$ cat src/rtl/mo_pkg.sv
package mo_pkg;
  typedef enum logic [1:0] {
    OP_LOAD  = 2'd0,
    OP_STORE = 2'd1,
    OP_FENCE = 2'd2
  } mo_op_e;

  typedef enum logic [1:0] {
    ORD_SEQ  = 2'd0,
    ORD_PROC = 2'd1,
    ORD_REL  = 2'd2
  } mo_mode_e;

  localparam logic FENCE_SS = 1'b0;
  localparam logic FENCE_LL = 1'b1;
endpackage

$ cat src/rtl/mo_hazard.sv
module mo_hazard
  import mo_pkg::*;
#(
  parameter int DEPTH = 8,
  parameter int AW    = 8,
  localparam int IW   = $clog2(DEPTH)
) (
  input  logic [IW-1:0]              head,
  input  logic [DEPTH-1:0]           vld,
  input  logic [DEPTH-1:0]           iss,
  input  logic [DEPTH-1:0]           done,
  input  logic [DEPTH-1:0]           fkind,
  input  logic [DEPTH-1:0][1:0]      op,
  input  logic [DEPTH-1:0][AW-1:0]   addr,
  input  logic [1:0]                 mode,
  output logic [DEPTH-1:0]           elig,
  output logic [DEPTH-1:0]           fence_ok
);
  for (genvar i = 0; i < DEPTH; i++) begin : g_ent
    localparam logic [IW-1:0] MY = IW'(i);
    logic          blk;
    logic          fblk;
    logic [IW-1:0] age_i;
    logic [IW-1:0] age_j;
    logic          is_mem;

    always_comb begin
      blk   = 1'b0;
      fblk  = 1'b0;
      age_i = MY - head;
      age_j = '0;
      for (int j = 0; j < DEPTH; j++) begin
        age_j = IW'(j) - head;
        if (vld[j] && !done[j] && (age_j < age_i)) begin
          if (op[j] == OP_FENCE) begin
            if (fkind[j] == FENCE_SS && op[i] == OP_STORE) blk = 1'b1;
            if (fkind[j] == FENCE_LL && op[i] == OP_LOAD)  blk = 1'b1;
          end else begin
            if (addr[j] == addr[i]) blk = 1'b1;
            if (mode == ORD_PROC) begin
              if (op[i] == OP_STORE || op[j] == OP_LOAD) blk = 1'b1;
            end else if (mode != ORD_REL) begin
              blk = 1'b1;
            end
            if (op[i] == OP_FENCE) begin
              if (fkind[i] == FENCE_SS && op[j] == OP_STORE) fblk = 1'b1;
              if (fkind[i] == FENCE_LL && op[j] == OP_LOAD)  fblk = 1'b1;
            end
          end
        end
      end
    end

    assign is_mem      = (op[i] == OP_LOAD) || (op[i] == OP_STORE);
    assign elig[i]     = vld[i] && !iss[i] && is_mem && !blk;
    assign fence_ok[i] = vld[i] && (op[i] == OP_FENCE) && !done[i] && !fblk;
  end
endmodule

$ cat src/rtl/mo_pick.sv
module mo_pick #(
  parameter int DEPTH = 8,
  localparam int IW   = $clog2(DEPTH)
) (
  input  logic [IW-1:0]    head,
  input  logic [DEPTH-1:0] elig,
  output logic             found,
  output logic [IW-1:0]    idx
);
  logic [IW-1:0] slot;

  always_comb begin
    found = 1'b0;
    idx   = '0;
    slot  = '0;
    for (int k = 0; k < DEPTH; k++) begin
      slot = head + IW'(k);
      if (!found && elig[slot]) begin
        found = 1'b1;
        idx   = slot;
      end
    end
  end
endmodule

$ cat src/rtl/mo_memreq.sv
module mo_memreq #(
  parameter int AW = 8,
  parameter int DW = 32,
  parameter int IW = 3
) (
  input  logic          clk,
  input  logic          rst,
  input  logic          load,
  input  logic          we_in,
  input  logic [AW-1:0] addr_in,
  input  logic [DW-1:0] data_in,
  input  logic [IW-1:0] id_in,
  input  logic          ready,
  output logic          free,
  output logic          valid,
  output logic          we,
  output logic [AW-1:0] addr,
  output logic [DW-1:0] data,
  output logic [IW-1:0] id
);
  assign free = !valid || ready;

  always_ff @(posedge clk) begin
    if (rst) begin
      valid <= 1'b0;
    end else if (free) begin
      valid <= load;
    end
  end

  always_ff @(posedge clk) begin
    if (free && load) begin
      we   <= we_in;
      addr <= addr_in;
      data <= data_in;
      id   <= id_in;
    end
  end


  hold_stall_chk: assert property (@(posedge clk) disable iff (rst)
    (valid && !ready) |=> (valid && $stable(addr) && $stable(data) && $stable(id) && $stable(we)));
endmodule

$ cat src/rtl/mo_unit.sv
module mo_unit
  import mo_pkg::*;
#(
  parameter int DEPTH = 8,
  parameter int AW    = 8,
  parameter int DW    = 32,
  localparam int IW   = $clog2(DEPTH)
) (
  input  logic          clk,
  input  logic          rst,
  input  logic [1:0]    mode_sel,
  input  logic          req_valid,
  output logic          req_ready,
  input  logic [1:0]    req_op,
  input  logic          req_fkind,
  input  logic [AW-1:0] req_addr,
  input  logic [DW-1:0] req_data,
  output logic          mem_req_valid,
  input  logic          mem_req_ready,
  output logic          mem_req_we,
  output logic [AW-1:0] mem_req_addr,
  output logic [DW-1:0] mem_req_data,
  output logic [IW-1:0] mem_req_id,
  input  logic          mem_rsp_valid,
  input  logic [IW-1:0] mem_rsp_id,
  input  logic [DW-1:0] mem_rsp_data,
  output logic          ld_rsp_valid,
  output logic [DW-1:0] ld_rsp_data,
  output logic [1:0]    cur_mode
);
  localparam int CW = IW + 1;

  // entry state
  logic [DEPTH-1:0]         e_vld, e_iss, e_done, e_fk;
  logic [DEPTH-1:0][1:0]    e_op;
  logic [DEPTH-1:0][AW-1:0] e_addr;
  logic [DW-1:0]            e_data [DEPTH];
  logic [DW-1:0]            e_rdat [DEPTH];
  logic [IW-1:0]            head, tail;
  logic [CW-1:0]            count;

  logic [DEPTH-1:0] elig, fence_ok;
  logic             pick_found, mr_free, issue, enq, retire, st_accept;
  logic [IW-1:0]    pick_idx;

  assign req_ready = (count < CW'(DEPTH));
  assign enq       = req_valid && req_ready;
  assign retire    = e_vld[head] && e_done[head];
  assign issue     = pick_found && mr_free;
  assign st_accept = mem_req_valid && mem_req_ready && mem_req_we;

  mo_hazard #(.DEPTH(DEPTH), .AW(AW)) u_haz (
    .head(head), .vld(e_vld), .iss(e_iss), .done(e_done), .fkind(e_fk),
    .op(e_op), .addr(e_addr), .mode(cur_mode), .elig(elig), .fence_ok(fence_ok)
  );

  mo_pick #(.DEPTH(DEPTH)) u_pick (
    .head(head), .elig(elig), .found(pick_found), .idx(pick_idx)
  );

  mo_memreq #(.AW(AW), .DW(DW), .IW(IW)) u_req (
    .clk(clk), .rst(rst), .load(issue),
    .we_in(e_op[pick_idx] == OP_STORE), .addr_in(e_addr[pick_idx]),
    .data_in(e_data[pick_idx]), .id_in(pick_idx), .ready(mem_req_ready),
    .free(mr_free), .valid(mem_req_valid), .we(mem_req_we),
    .addr(mem_req_addr), .data(mem_req_data), .id(mem_req_id)
  );

  // control state
  always_ff @(posedge clk) begin
    if (rst) begin
      e_vld        <= '0;
      e_iss        <= '0;
      e_done       <= '0;
      head         <= '0;
      tail         <= '0;
      count        <= '0;
      cur_mode     <= ORD_SEQ;
      ld_rsp_valid <= 1'b0;
    end else begin
      ld_rsp_valid <= 1'b0;
      if (count == '0) cur_mode <= mode_sel;
      if (enq) begin
        e_vld[tail]  <= 1'b1;
        e_iss[tail]  <= 1'b0;
        e_done[tail] <= 1'b0;
        e_op[tail]   <= req_op;
        e_fk[tail]   <= req_fkind;
        e_addr[tail] <= req_addr;
        tail         <= tail + 1'b1;
      end
      if (issue) e_iss[pick_idx] <= 1'b1;
      if (st_accept) e_done[mem_req_id] <= 1'b1;
      if (mem_rsp_valid) e_done[mem_rsp_id] <= 1'b1;
      for (int i = 0; i < DEPTH; i++) begin
        if (fence_ok[i]) e_done[i] <= 1'b1;
      end
      if (retire) begin
        e_vld[head] <= 1'b0;
        head        <= head + 1'b1;
        if (e_op[head] == OP_LOAD) begin
          ld_rsp_valid <= 1'b1;
          ld_rsp_data  <= e_rdat[head];
        end
      end
      count <= count + CW'(enq) - CW'(retire);
    end
  end

  // payload storage, no reset
  always_ff @(posedge clk) begin
    if (enq) e_data[tail] <= req_data;
  end

  always_ff @(posedge clk) begin
    if (mem_rsp_valid) e_rdat[mem_rsp_id] <= mem_rsp_data;
  end


  count_limit_chk: assert property (@(posedge clk) disable iff (rst)
    count <= CW'(DEPTH));


  mode_hold_chk: assert property (@(posedge clk) disable iff (rst)
    (count != '0) |=> $stable(cur_mode));


  seq_single_chk: assert property (@(posedge clk) disable iff (rst)
    (cur_mode != ORD_PROC && cur_mode != ORD_REL) |-> ($countones(e_vld & e_iss & ~e_done) <= 1));


  rsp_target_chk: assert property (@(posedge clk) disable iff (rst)
    mem_rsp_valid |-> (e_vld[mem_rsp_id] && e_iss[mem_rsp_id] && !e_done[mem_rsp_id]
                       && e_op[mem_rsp_id] == OP_LOAD));
endmodule

$ cat config.mk
export PLATFORM = sky130hd
export DESIGN_NAME = mo_unit
export DESIGN_NICKNAME = d
export VERILOG_FILES = /design/src/rtl/mo_pkg.sv /design/src/rtl/mo_hazard.sv /design/src/rtl/mo_pick.sv /design/src/rtl/mo_memreq.sv /design/src/rtl/mo_unit.sv
export SDC_FILE = /design/constraint.sdc
export NUM_CORES = 1
export LEC_CHECK = 0
export ABC_AREA = 1
export BUFFER_PORTS_ARGS = -buffer_cell sky130_fd_sc_hd__buf_2
export CAP_MARGIN = 20
export CORE_ASPECT_RATIO = 0.5
export CORE_MARGIN = 5
export CORE_UTILIZATION = 40
export DETAILED_ROUTE_END_ITERATION = 10
export PLACE_DENSITY = 0.66
export SETUP_SLACK_MARGIN = 0.3
export SLEW_MARGIN = 40
export SYNTH_ARGS = -nofsm -noshare
export SYNTH_HDL_FRONTEND = slang
export SYNTH_SLANG_ARGS = --single-unit
$ cat constraint.sdc
create_clock -name clk -period 5.2 [get_ports clk]
set_input_delay 1.04 -clock clk [delete_from_list [all_inputs] [get_ports clk]]
set_output_delay 1.04 -clock clk [all_outputs]
set_load 0.1 [all_outputs]
======== Yosys cells after proc, flatten, opt, wreduce, memory -nomap -nowiden ========
Memories as Yosys holds them, arrays and structs flattened. A register that Yosys moved wholly into a read port is not among the register bits.
Cells that the tools add are included.
cells by class
  reductions and logical operators ........ 384
  bitwise operators ....................... 19
  $lt $le $gt $ge ......................... 82
  mux-type cells .......................... 917
  eq/ne operators ......................... 75
  $add $sub $neg .......................... 18
operator list
  cell                                                                                 count
  1-bit 2-to-1 mux                                                                     870
  8-bit equality test                                                                  56
  1-bit logical AND                                                                    266
  3-bit less-than comparator                                                           64
  8-bit 2-to-1 mux                                                                     13
  1-bit logical OR                                                                     65
  64-bit bitwise mux                                                                   1
  3-bit by 4-bit less-than comparator with 1-bit output, second input constant         12
  1-bit zero test                                                                      40
  8-bit bitwise OR                                                                     4
  1-bit binary-select mux with 3-bit select                                            10
  8-bit AND                                                                            3
  8-bit binary-select mux with 3-bit select                                            1
  8-bit demux with 3-bit select                                                        1
  3-bit 2-to-1 mux                                                                     8
  2-bit by 1-bit equality test with 1-bit output, second input constant                10
  2-bit zero test                                                                      9
  16-bit bitwise mux                                                                   1
  2-bit equality test, second input constant                                           8
  8-bit inverter                                                                       2
  1-bit demux with 3-bit select                                                        5
  3-bit by 1-bit greater-or-equal comparator with 1-bit output, second input constant  5
  3-bit adder, second input constant                                                   4
  2-bit binary-select mux with 3-bit select                                            2
  17 further kinds                                                                     35
word-level totals
  input bits .............................. 85
  output and inout port bits .............. 81
  bits in writable memories ............... 512
  logic and storage cells ................. 1526
  memories ................................ 2
  flip-flop bits (word level) ............. 138
memories
  name    words  width  rd ports  clocked after Yosys merged registers in  wr ports  line           source
  e_data  8      32     1         1                                        1         mo_unit.sv:37  logic [DW-1:0] e_data [DEPTH];
  e_rdat  8      32     1         1                                        1         mo_unit.sv:38  logic [DW-1:0] e_rdat [DEPTH];

======== Depth between registers and ports, before layout ========
  word-level depth ........................ 81
  gate-level depth with buffers ........... 37
  depth with buffers taken out ............ 31

======== Hierarchy ========
From an unflattened synthesis, not the netlist that was laid out.
second synthesis, totals
  cell total of the unflattened synthesis .. 3518
  area total of the unflattened synthesis .. 35072.4 µm²
by module, submodules not included
  module     area an instance (µm²)  instances  seq. area each (µm²)  cells an instance
  mo_unit    25665.9                 1          19718.9               1882
  mo_hazard  7138.1                  1          0.0                   1451
  mo_memreq  1368.8                  1          1341.3                50
  mo_pick    899.6                   1          0.0                   135

======== Least setup slack after synthesis ========
Ideal clock, no wire load.
  path kind ............................... flip-flop to flip-flop
  from .................................... register head[0]
  to ...................................... register u_req.addr[0] (enable)
  library setup time ...................... 0.398 ns
  data required time ...................... 4.802 ns
  period minus slack after synthesis ...... 5.412 ns
  stages on the path, launching flop included .. 30
  buffers on the path ..................... 6
  arrival time ............................ 5.013 ns
  path slack .............................. -0.212 ns
  cells stage by stage .................... dfxtp_1 buf_2 inv_1 buf_4 buf_2 clkbuf_1 clkbuf_1 clkbuf_1 ha_1 inv_1 ha_1 inv_2 nand2_1 nand2_1 nor2_1 o21ai_0 inv_1 nand2_1 nand2_1 nor2_1 nand3_1 nand3_1 nand3_1 nand2_1 inv_2 nand4_4 nor2_4 nand3b_1 o21ai_0 inv_1
on the way
  elaborated cells between the ends (all ways) .. 669
  classes of those cells .................. 15 x add/sub; 64 x order compare; 494 x mux; 96 x reduce/logical
RTL lines
  item                               line             source
  start, declared                    mo_unit.sv:39    logic [IW-1:0] head, tail;
  start signal, assigned             mo_unit.sv:100   head <= head + 1'b1;
  3-bit subtractor *                 mo_hazard.sv:33  age_j = IW'(j) - head;
  named net u_haz.g_ent[0].age_j[0]  mo_hazard.sv:24  logic [IW-1:0] age_j;
  3-bit less-than comparator         mo_hazard.sv:34  if (vld[j] && !done[j] && (age_j < age_i)) begin
  1-bit logical AND                  mo_hazard.sv:34
  1-bit 2-to-1 mux                   mo_hazard.sv:34
  1-bit 2-to-1 mux                   mo_hazard.sv:39  if (addr[j] == addr[i]) blk = 1'b1;
  1-bit 2-to-1 mux                   mo_hazard.sv:35  if (op[j] == OP_FENCE) begin
  1-bit 2-to-1 mux                   mo_hazard.sv:34
  [58 not listed]                    --
  1-bit logical AND                  mo_pick.sv:18    if (!found && elig[slot]) begin
  1-bit 2-to-1 mux                   mo_pick.sv:18
  1-bit zero test                    mo_pick.sv:18
  1-bit logical AND                  mo_pick.sv:18
  1-bit 2-to-1 mux *                 mo_pick.sv:18
  1-bit logical AND *                mo_unit.sv:49    assign issue = pick_found && mr_free;
  named net issue                    mo_unit.sv:43    logic pick_found, mr_free, issue, enq, retire, st_accept;
  1-bit logical AND *                mo_memreq.sv:32  if (free && load) begin
  end signal, assigned               mo_memreq.sv:34  addr <= addr_in;
  end, declared                      mo_memreq.sv:17  output logic [AW-1:0] addr,
Mark *: on every way through the listed nets, which the timed path passes. The rest lies on a longest branch. The select of a mux whose other input is x is not followed.
A chain may end at the register's enable or synchronous reset.

======== Worst setup path after layout ========
  from .................................... register head[1]
  to ...................................... register u_req.we, data pin
on the way
  word-level cells in the longest chain between the ends .. 74
  elaborated cells between the ends (all ways) .. 677
  classes of those cells .................. 15 x add/sub; 64 x order compare; 1 x eq/ne; 503 x mux; 94 x reduce/logical
ends and longest elaborated chain
  item                                              line                              source
  1-bit by 3-bit subtractor with 3-bit output       mo_hazard.sv:30, mo_hazard.sv:33
  3-bit less-than comparator                        mo_hazard.sv:34
  1-bit logical AND                                 mo_hazard.sv:34
  1-bit 2-to-1 mux                                  mo_hazard.sv:34
  1-bit 2-to-1 mux                                  mo_hazard.sv:39
  1-bit 2-to-1 mux                                  mo_hazard.sv:35
  1-bit 2-to-1 mux                                  mo_hazard.sv:34
  1-bit 2-to-1 mux (on tied branches)               mo_hazard.sv:42, mo_hazard.sv:41
  [59 not listed]                                   --
  1-bit 2-to-1 mux                                  mo_pick.sv:18
  1-bit zero test                                   mo_pick.sv:18
  1-bit logical AND                                 mo_pick.sv:18
  3-bit 2-to-1 mux *                                mo_pick.sv:18
  2-bit binary-select mux with 3-bit select *       mo_unit.sv:63                     .we_in(e_op[pick_idx] == OP_STORE), .addr_in(e_addr[pick_idx]),
  2-bit 2-to-1 mux (not written as such) *          mo_unit.sv:63
  2-bit by 1-bit equality test with 1-bit output *  mo_unit.sv:63
  named net u_req.we_in                             mo_memreq.sv:9                    input logic we_in,
  end signal, assigned                              mo_memreq.sv:33                   we <= we_in;
  end, declared                                     mo_memreq.sv:16                   output logic we,
Marks and branches as above.

==> impl_results.md <==
- Post-layout util: between 40% and 50%
- Run status: completed
- Synthesized area: 35200 sq um
- Final slew viol count: 0
- Flop2flop setup slack: 540 ps
- Row count: 76
- Worst slew margin relative to its limit: 46.5%
- Worst slew pin tran: between 800 and 900 ps
- HP Class: flop to flop
- Initial antenna violation count: 10
- Worst Path Required: around 5700 ps
- RR Startpoint: head[1]
- WL final: 114 mm
- GRT overflow: 0
- Max cap viols: 0
- Worst Hold Depth: 2
- CTS tree: yes
- Commonest cells post-synth: nand2_1, edfxtp_1, nor2_1, o21ai_0, inv_1
- TritonRoute pass-1 iters: 6
- Syn avg cell area: 9.32 sq um
- Clk_skew: 56.2 ps
- Yosys cell types: 59
- Startpoint types: flop
- Seq/Total Area, Yosys: around 60%
- Most common cell in the netlist: nand2_1
- Proportion of layout cells with a drive suffix above 1: between 10% and 20%
- Largest net degree at the start of global routing: 125
- Ys Warns: 0
- I/O pin cnt: 166
- GPL Wtd Cong: 1.05
- Synth Instances: 3779
- Total track usage: a little under a quarter
- FF+latch count, synth: about 700
- Core area: 86600 sq um
- Post-synth top area cell: edfxtp_1
- Die width: 430 microns
- First-pass GRT wire length: 168 mm
- Worst hold endpoint: e_iss[6]
- Vias in the first global route: 25940
- Reg2reg end: u_req.we
- Clock transition at path regs: 80 ps
- Die H: 220 microns
- Clk_lat worst skew: 670 ps
- # nets final: 4014
- Vias: 27633
- Worst setup EP type: flop
- DR WL/cell: approximately 22 microns
- Hpwl dp: 77.9 mm
- Final hold vios: 0
- Critical Path AT: 5150 ps
- Root Buffer: clkbuf_16
- Critical Path Fanout Max: 36
- Clk sink count: 714
- DRC: 0
- CTS max path bufs: 3
- Fmax achieved: 215 MHz
- DIE AREA: 94400 sq um
- Starting Density: between 40 and 50%
- Largest cells by area after synthesis: edfxtp_1, nand2_1, nor2_1
- Post-route ant nets: 0
- DP Area: 37500 sq um
- CTS Hold Bufs: 0
- Layout area overhead: 13.3%
- Main synth FF type: edfxtp_1
- Num CTS Buffers: 67
- Final setup fails: 0
- Fillcell total: a little over 8000
- Post-synth EDFFs: 676
- R2R cell count: 26
- 1st-iter DRT viols: 2986
- Mapped Nets: 3889
- RSZ-0062 raised after global routing: no
- Crit share post-route: roughly nine tenths
- H-tree Lvls: 3
- Fin Setup TNS: 0 ps
- Tmin final: 4660 ps
- Hold path start: e_iss[6]
- Yosys top cell area share: 57.7%
- Via density per instance: ~5.4
- IO Port Bufs: between 150 and 200
- WS Path Type: flop to flop
- Asr flop ratio synth: 0%
- Design Area, Final: about 40000 sq um
[sequential cells by signal (all words and copies together) (netlist names)]
name,count
count,4
cur_mode,2
e_addr,64
e_data,256
e_done,8
e_fk,8
e_iss,8
e_op,16
e_rdat,256
e_vld,8
head,3
ld_rsp_data,32
ld_rsp_valid,1
tail,3
u_req.addr,8
u_req.data,32
u_req.id,3
u_req.valid,1
u_req.we,1
[kinds of logic (layout without fill, tap and decap cells)]
| family | after synthesis | after routing | synth area share, % |
|---|---|---|---|
| compound gates | 481 | 481 | 7.58 |
| other cells | 0 | 5 | 0 |
| flops | 714 | 714 | 59.8 |
| xor+xnor | 123 | 123 | 3.06 |
| fa+ha+maj | 25 | 25 | 0.910 |
| buf+inv | 410 | 588 | 5.14 |
| simple gates | 2026 | 2026 | 23.5 |
[layer usage]
metal  track usage (%)  share of wire [%]
met5                 0              0.036
met4              7.59                3.3
met3              4.50                7.2
met2              37.7                 45
met1              33.0                 44
[how the worst max path moves through the flow]
stage,endpoint,depth (start not counted),slack (ps),startpoint
after global routing,u_req.data[22],28,300,head[1]
after detailed placement,u_req.data[30],29,390,head[0]
final,u_req.we,26,540,head[1]
after floorplan,u_req.addr[0],29,310,head[0]
after CTS,u_req.data[30],29,370,head[0]
after global placement,u_req.data[0],29,480,head[0]
[per-stage QoR]
| step | instances | setup WS [ps] | hold WS, ps |
|---|---|---|---|
| 3_3_place_gp | 4993 | 478 | 465 |
| 3_5_place_dp | 4997 | 391 | 476 |
| 4_1_cts | 5119 | 365 | 486 |
| 5_1_grt | 5130 | 304 | 501 |
| 2_1_floorplan | 3779 | 307 | 440 |
| 6_report | 5132 | 543 | 487 |
[critical path: stages, from the launching register on]
cell and delay [ps]:
dfxtp_2 410, inv_2 70, buf_4 160, ha_1 260, inv_1 100, nand2_1 130
o21ai_1 270, nand3_1 240, a21oi_1 180, nand2_1 130, nand2_1 180, nor2_1 120
nand3_1 130, nand3_1 90, nand3_1 150, nand2_1 110, nor2_4 180, nand4_4 120
nor2_4 170, nand2_1 130, nand3b_4 180, nand2_8 130, inv_8 220, buf_12 250
nor2_1 60, o21a_1 170, nor2_1 110
[cell type report]
class,count,area [sq um],share of cell area (%)
Sequential cell,714,21100,52.8
Multi-Input combinational cell,2655,12500,31.4
Inverter,210,810,2.03
Clock buffer,82,1760,4.42
Antenna cell,5,12.5,0.0314
Tap cell,1170,1460,3.67
Clock inverter,40,510,1.28
Timing Repair Buffer,256,1730,4.33
[repair_timing]
action | CTS | global route
gates resized for setup | 0 | 17
setup buffers | 0 | 8
endpoints found under the setup margin | 0 | 47
[cell usage in the layout (no fill, tap or decap), drive strengths merged, types with 45 or more instances in the layout]
cell type,instances
inv,218
nand3,132
xnor2,116
nand2,1275
a31oi,45
a21oi,106
edfxtp,676
o21ai,250
buf,255
nand4,92
clkbuf,83
nor2,498
Power is left out: the tool's default activity adds up to more than one toggle a clock period on the data nets, which glitch-free logic cannot reach.
